### src/rtl/bank_remap_pkg.sv
package bank_remap_pkg;
   localparam int BANK_W    = 2;
   localparam int NUM_BANKS = 4;
   localparam int PERM_W    = BANK_W * NUM_BANKS;

   typedef logic [PERM_W-1:0] perm_t;
   typedef logic [BANK_W-1:0] bank_t;

   // identity: bank k maps to k
   localparam perm_t PERM_IDENT = 8'hE4;

   // true when the four fields cover every bank exactly once
   function automatic logic perm_ok(input perm_t p);
      logic [NUM_BANKS-1:0] seen;
      seen = '0;
      for (int k = 0; k < NUM_BANKS; k++) begin
         seen[p[k*BANK_W +: BANK_W]] = 1'b1;
      end
      return &seen;
   endfunction

   function automatic bank_t perm_pick(input perm_t p, input bank_t b);
      return p[b*BANK_W +: BANK_W];
   endfunction
endpackage

### src/rtl/brm_perm_table.sv
module brm_perm_table
   import bank_remap_pkg::*;
#(
   parameter int ROW_W = 6,
   localparam int ROWS = 1 << ROW_W
)(
   input  logic             clk,
   input  logic             rst_n,
   input  logic             wr_en,
   input  logic [ROW_W-1:0] wr_row,
   input  perm_t            wr_perm,
   output logic             wr_err,
   input  logic [ROW_W-1:0] rd_row,
   output perm_t            rd_perm
);
   perm_t ent_q [ROWS];
   logic  wr_good;

   assign wr_good = perm_ok(wr_perm);

   for (genvar r = 0; r < ROWS; r++) begin : g_row
      always_ff @(posedge clk) begin
         if (!rst_n) begin
            ent_q[r] <= PERM_IDENT;
         end else if (wr_en && wr_good && (wr_row == ROW_W'(r))) begin
            ent_q[r] <= wr_perm;
         end
      end
   end

   always_ff @(posedge clk) begin
      if (!rst_n) wr_err <= 1'b0;
      else        wr_err <= wr_en && !wr_good;
   end

   assign rd_perm = ent_q[rd_row];
endmodule

### src/rtl/brm_xlate.sv
module brm_xlate
   import bank_remap_pkg::*;
#(
   parameter int ADDR_W = 32,
   parameter int COL_W  = 9,
   parameter int ROW_W  = 6,
   localparam int BANK_LSB = COL_W,
   localparam int ROW_LSB  = COL_W + BANK_W
)(
   input  logic [ADDR_W-1:0] addr_in,
   output logic [ROW_W-1:0]  row,
   input  perm_t             perm,
   output logic [ADDR_W-1:0] addr_out
);
   bank_t bank_in;

   assign row     = addr_in[ROW_LSB +: ROW_W];
   assign bank_in = addr_in[BANK_LSB +: BANK_W];

   always_comb begin
      addr_out = addr_in;
      addr_out[BANK_LSB +: BANK_W] = perm_pick(perm, bank_in);
   end
endmodule

### src/rtl/brm_out_stage.sv
module brm_out_stage #(
   parameter int W = 32
)(
   input  logic         clk,
   input  logic         rst_n,
   input  logic         s_valid,
   output logic         s_ready,
   input  logic [W-1:0] s_data,
   output logic         m_valid,
   input  logic         m_ready,
   output logic [W-1:0] m_data
);
   assign s_ready = !m_valid || m_ready;

   always_ff @(posedge clk) begin
      if (!rst_n) begin
         m_valid <= 1'b0;
         m_data  <= '0;
      end else if (s_ready) begin
         m_valid <= s_valid;
         if (s_valid) m_data <= s_data;
      end
   end
endmodule

### src/rtl/bank_remap.sv
module bank_remap
   import bank_remap_pkg::*;
#(
   parameter int ADDR_W = 32,
   parameter int COL_W  = 9,
   parameter int ROW_W  = 6
)(
   input  logic              clk,
   input  logic              rst_n,
   input  logic              in_valid,
   output logic              in_ready,
   input  logic [ADDR_W-1:0] in_addr,
   output logic              out_valid,
   input  logic              out_ready,
   output logic [ADDR_W-1:0] out_addr,
   input  logic              wr_en,
   input  logic [ROW_W-1:0]  wr_row,
   input  logic [7:0]        wr_perm,
   output logic              wr_err
);
   localparam int FIELD_W = COL_W + BANK_W + ROW_W;

   if (FIELD_W > ADDR_W) begin : g_bad_layout
      $error("bank_remap: COL_W+2+ROW_W exceeds ADDR_W");
   end
   if (COL_W < 1 || ROW_W < 1) begin : g_bad_width
      $error("bank_remap: COL_W and ROW_W must be positive");
   end
   if (PERM_W != 8) begin : g_bad_perm
      $error("bank_remap: entry width must be 8");
   end

   logic [ROW_W-1:0]  rd_row;
   perm_t             rd_perm;
   logic [ADDR_W-1:0] xl_addr;

   brm_perm_table #(.ROW_W(ROW_W)) u_table (
      .clk     (clk),
      .rst_n   (rst_n),
      .wr_en   (wr_en),
      .wr_row  (wr_row),
      .wr_perm (wr_perm),
      .wr_err  (wr_err),
      .rd_row  (rd_row),
      .rd_perm (rd_perm)
   );

   brm_xlate #(.ADDR_W(ADDR_W), .COL_W(COL_W), .ROW_W(ROW_W)) u_xlate (
      .addr_in  (in_addr),
      .row      (rd_row),
      .perm     (rd_perm),
      .addr_out (xl_addr)
   );

   brm_out_stage #(.W(ADDR_W)) u_stage (
      .clk     (clk),
      .rst_n   (rst_n),
      .s_valid (in_valid),
      .s_ready (in_ready),
      .s_data  (xl_addr),
      .m_valid (out_valid),
      .m_ready (out_ready),
      .m_data  (out_addr)
   );
endmodule

### config.mk
export PLATFORM = sky130hd
export DESIGN_NAME = bank_remap
export DESIGN_NICKNAME = d
export VERILOG_FILES = /design/src/rtl/bank_remap_pkg.sv /design/src/rtl/brm_perm_table.sv /design/src/rtl/brm_xlate.sv /design/src/rtl/brm_out_stage.sv /design/src/rtl/bank_remap.sv
export SDC_FILE = /design/constraint.sdc
export NUM_CORES = 1
export LEC_CHECK = 0
export BUFFER_PORTS_ARGS = -buffer_cell sky130_fd_sc_hd__buf_2
export CAP_MARGIN = 10
export CORE_UTILIZATION = 45
export CTS_CLUSTER_DIAMETER = 200
export DETAILED_ROUTE_END_ITERATION = 8
export SLEW_MARGIN = 20
export SYNTH_ARGS = -nofsm -noshare
export SYNTH_HDL_FRONTEND = slang
export SYNTH_SLANG_ARGS = --single-unit
export TNS_END_PERCENT = 20
### constraint.sdc
create_clock -name clk -period 3.4 [get_ports clk]
set_clock_uncertainty 0.05 [all_clocks]
set_input_delay 0.17 -clock clk [delete_from_list [all_inputs] [get_ports clk]]
set_output_delay 0.17 -clock clk [all_outputs]
set_load 0.005 [all_outputs]
# After elaboration in Yosys (flattened, before gate mapping)
# Memory sizes are Yosys's and may differ from the RTL's.
# Index checks and enable logic that the tools add are counted.
# Widths: inputs -> output; s select.
# totals
reg_bits	34
ramBits	512
in_bits	51
out_inout_bits	35
elab_cells	484
memories	1
# mem_list
memory	words	word_bits	read_ports	rd_ports_with_merged_regs	write_ports	line	text
u_table.ent_q	64	8	1	0	64	brm_perm_table.sv:16	perm_t ent_q [ROWS];
# op_classes
order_cmp	8
n_eq_ne	63
n_shift	1
n_mux	265
bitwise_logic	67
n_reduce_logical	76
# ops
cell	n
$mux 8	64
$mux 1	197
$eq 6x6->1 const B	32
$eq 6x5->1 const B	16
$logic_and 1x1->1	70
$or 1x1->1	64
$eq 6x4->1 const B	8
$eq 6x3->1 const B	4
$eq 6x2->1 const B	2
$lt 2x3->1 const B	4
$or 4x4->4	3
$demux 1 s2	4
$ge 2x1->1 const B	4
$shiftx 8x4->2	1
$eq 6x1->1 const B	1
$logic_not 6->1	1
$reduce_and 4->1	1
$logic_not 1->1	2
$reduce_and 2->1	1
$logic_or 1x1->1	1

# Depth between registers and ports, before layout
# logic_depth
word_depth	14
mapped_depth	11
depth_no_buf	7

# By module
# From an unflattened synthesis, not the netlist that was laid out.
# hier_totals
cells_unflattened	1869
hier_area_um2	25047.8
# by_module_without_submodules
module	instances	cells_per_inst	area_per_inst_um2	seq_area_each_um2
brm_perm_table	1	1687	23367.4	15394.8
brm_out_stage	1	144	1357.6	660.6
brm_xlate	1	38	322.8	0.0

# Worst setup path before layout
# Ideal clock, no wire load.
# synth_timing
path_kind	input-to-reg
start	input wr_perm[2]
end	memory u_table.ent_q[3][0] (netlist name) (enable)
setup_ns	0.384
arrival_time_ns	2.191
required_ns	2.966
path_slack_ns	0.775
stages	7
n_path_buf	1
path_cell_list	and2b_1 > nor3_1 > o311ai_2 > nand4_4 > or4_4 > buf_6 > o21ai_0
# synth_lines
element	line	text
start, declared	bank_remap.sv:18	input logic [7:0] wr_perm,
end, declared	brm_perm_table.sv:16	

==> results.py <==
metrics = {
    "status": {
        "outcome": "finished, final reports clean",
    },
    "cells_and_area": {
        "layout.nets": 2070,
        "postLayoutCoreUtil_pct": 53.0,
        "syn2layout_area_growth_pct": 15.3,
        "layout-drive-gt1-share_pct": 23.2,
    },
    "worst_setup_path": {
        "cp.required_ns": 3.60,
        "cp_data_arrival_time_ns": 3.20,
        "end_kind": "register",
        "cp_max_fo": 12,
        "critPathLaunchType": "input pin",
        "crit_type": "in -> reg",
    },
    "global_routing": {
        "grtUsageTotal_pct": 25.7,
        "grt_overflow_total": 0,
        "grt_pass1_wl_mm": 108,
        "antenna_found_initial": 1,
        "grt_max_degree": 65,
        "grt_pass1_vias": 16554,
    },
    "sta": {
        "maxSlewViolCount": 0,
        "fmax_mhz": 333,
        "fin_setup_tns_ns": 0,
        "rsz0062_at_grt": "no",
        "period_minus_slack_ns": 3.01,
        "relSlewSlack_pct": 28.3,
        "hold_violations": 0,
        "setup_viol": 0,
        "worst_hold_slack_ns": 0.0662,
        "finalCritPeriodShare_pct": 88.4,
        "worst_slew_pin_slew_ns": 1.06,
    },
    "yosys": {
        "syn_inst": 1913,
        "synth-edff-count": 512,
        "yosys_register_bits": 546,
        "synthesis.area_um2": 25600,
        "ys.flop_type": "edfxtp_1",
        "synthesis.nets": 1964,
        "async_flop_share_pct": 0,
        "avgSynthCellArea_um2": 13.4,
        "yosysSeqAreaShare_pct": 62.8,
        "synthDistinctLibCells": 57,
        "yosysWarnings": 0,
    },
    "pwr": {
        "p_leak_nw": 10.3,
        "p_per_area_nw_per_um2": 539,
        "ir_worst_vdd_mv": 0.425,
    },
    "routing": {
        "postRouteAntennaNets": 0,
        "wl_per_cell_um": 25.9,
        "num_vias": 16718,
        "drc": 0,
        "first_pass_iters": 5,
        "drtIter0Drc": 1920,
        "via_per_inst": 5.93,
        "drt_wl_total_mm": 73.0,
    },
    "hold_path": {
        "hold_class": "in -> reg",
    },
    "clocking": {
        "cts_tree": "yes",
        "clockRootBuffer": "clkbuf_16",
        "cts_max_level": 2,
        "cts_sinks": 546,
        "holdBufCountCts": 30,
        "cts.repair.resized": 0,
        "numCtsBuffers": 58,
        "clk_latency_ns": 0.63,
        "clkTransAtPathRegs_ns": 0.06,
        "clockBufferDepth": 3,
        "postCtsSetupBuffers": 0,
    },
    "floorplan": {
        "start_util_pct": 46.0,
        "dieArea_um2": 57800,
        "dieWidth_um": 240,
        "core_um2": 55600,
        "die_height_um": 240,
        "ios": 86,
        "fp-row-count": 86,
    },
    "placement": {
        "place.port_buffers": 85,
        "dp_hpwl_mm": 47.6,
        "gp_congestion": 0.896,
    },
    "job": {
        "maxCapViolCount": 0,
    },
}
==> final cells by class <==
| type | count | area [um^2] |
|---|---|---|
| tap | 748 | 936 |
| sequential | 546 | 16100 |
| timing repair buffer | 245 | 1790 |
| inverter | 10 | 37.5 |
| clock inverter | 27 | 353 |
| fill | 4582 | 26100 |
| antenna | 1 | 2.50 |
| clock buffer | 83 | 1700 |
| multi-input combinational | 1158 | 8610 |
==> state kept, by name (all words and copies together) (netlist names) <==
signal	cells
u_table.ent_q	512
u_stage.m_valid	1
u_table.wr_err	1
u_stage.m_data	32
==> stage by stage <==
stage | setup WS [ns] | std cells | instance area (um^2) | total power, mW
6_report | 0.394 | 2818 | 29500 | 15.9
5_1_grt | 0.163 | 2817 | 29500 | 16.3
3_3_place_gp | 0.333 | 2677 | 27100 | 9.19
3_5_place_dp | 0.172 | 2677 | 27100 | 9.21
2_1_floorplan | 0.775 | 1913 | 25600 | 8.62
4_1_cts | 0.331 | 2817 | 29500 | 15.9
==> critical path: stages <==
cell           delay (ns)
dlygate4sd3_1        0.51
buf_2                0.18
and2b_1              0.17
nor3_1               0.06
o311ai_2             0.24
and4b_1              0.51
nand3_1              0.30
buf_4                0.27
o21ai_0              0.78
==> cell usage after synthesis (all sizes together) (4+ instances only) <==
cell | n | area share, %
a22oi | 22 | 0.65
a221oi | 5 | 0.17
edfxtp | 512 | 60
o221ai | 19 | 0.65
nand3 | 24 | 0.47
a21oi | 49 | 0.96
clkbuf | 141 | 2.1
nand2b | 9 | 0.22
inv | 8 | 0.12
nand2 | 115 | 1.7
or3 | 194 | 4.8
and2 | 196 | 4.8
a31oi | 4 | 0.098
o21ai | 72 | 1.4
nor3 | 8 | 0.16
o211ai | 5 | 0.15
nor2 | 70 | 1.0
and3 | 68 | 1.7
mux2i | 72 | 2.8
dfxtp | 34 | 2.7
mux4 | 93 | 8.2
buf | 58 | 1.4
nor2b | 8 | 0.20
nand4 | 4 | 0.16
o22ai | 13 | 0.32
or2 | 69 | 1.7
==> routing by layer <==
metal | share of wire [%] | vias up | GRT usage, %
li1 | - | 7378 | -
met1 | 43 | 8445 | 36.5
met2 | 46 | 785 | 40.6
met3 | 8.3 | 110 | 4.70
met4 | 2.3 | 0 | 6.87
met5 | 0 | - | 0
==> placed cells by master (no fill, tap or decap), types with 6 or more instances in the layout <==
master / netlist / routed
a21oi_1: 49 / 49
a22oi_1: 22 / 22
and2_1: 195 / 195
and3_1: 68 / 68
buf_12: 0 / 6
buf_2: 30 / 83
buf_4: 14 / 124
bufinv_16: 0 / 8
clkbuf_1: 141 / 13
clkbuf_16: 0 / 61
clkbuf_8: 0 / 10
clkinv_1: 2 / 7
clkinv_2: 0 / 7
dfxtp_1: 34 / 34
dlygate4sd3_1: 0 / 30
edfxtp_1: 512 / 512
inv_1: 8 / 8
mux2i_1: 72 / 72
mux4_2: 93 / 93
nand2_1: 115 / 115
nand2b_1: 9 / 9
nand3_1: 24 / 23
nor2_1: 70 / 70
nor2b_1: 8 / 8
nor3_1: 8 / 7
o21ai_0: 72 / 64
o21ai_1: 0 / 8
o221ai_1: 19 / 19
o22ai_1: 13 / 13
or2_2: 68 / 68
or3_1: 193 / 193
==> logic make-up (layout without fill, tap and decap cells) <==
logic type	Yosys count	count (layout)	synth area share, %
simple gates	781	781	17.3
flops	546	546	62.8
compound gates	211	211	5.16
buf+inv	209	365	3.63
mux	166	166	11.1
other cells	0	1	0
==> worst paths after layout <==
kind	endpoint	slack [ns]	depth (start not counted)	startpoint
max	u_table.ent_q[58][2]$_SDFFCE_PN1P_	0.39	9	wr_perm[5]
min	u_stage.m_data[13]$_SDFFE_PN0P_	0.07	3	in_addr[13]
max reg2reg	u_stage.m_data[9]$_SDFFE_PN0P_	0.83	7	u_table.ent_q[18][0]$_SDFFCE_PN0P_
min reg2reg	u_stage.m_data[2]$_SDFFE_PN0P_	0.40	2	u_stage.m_data[2]$_SDFFE_PN0P_
==> power breakdown <==
group | switching [mW] | internal (mW)
registers | 0.125 | 7.68
logic | 0.833 | 0.477
clock network | 2.70 | 4.08
(Power assumes the default switching activity.)
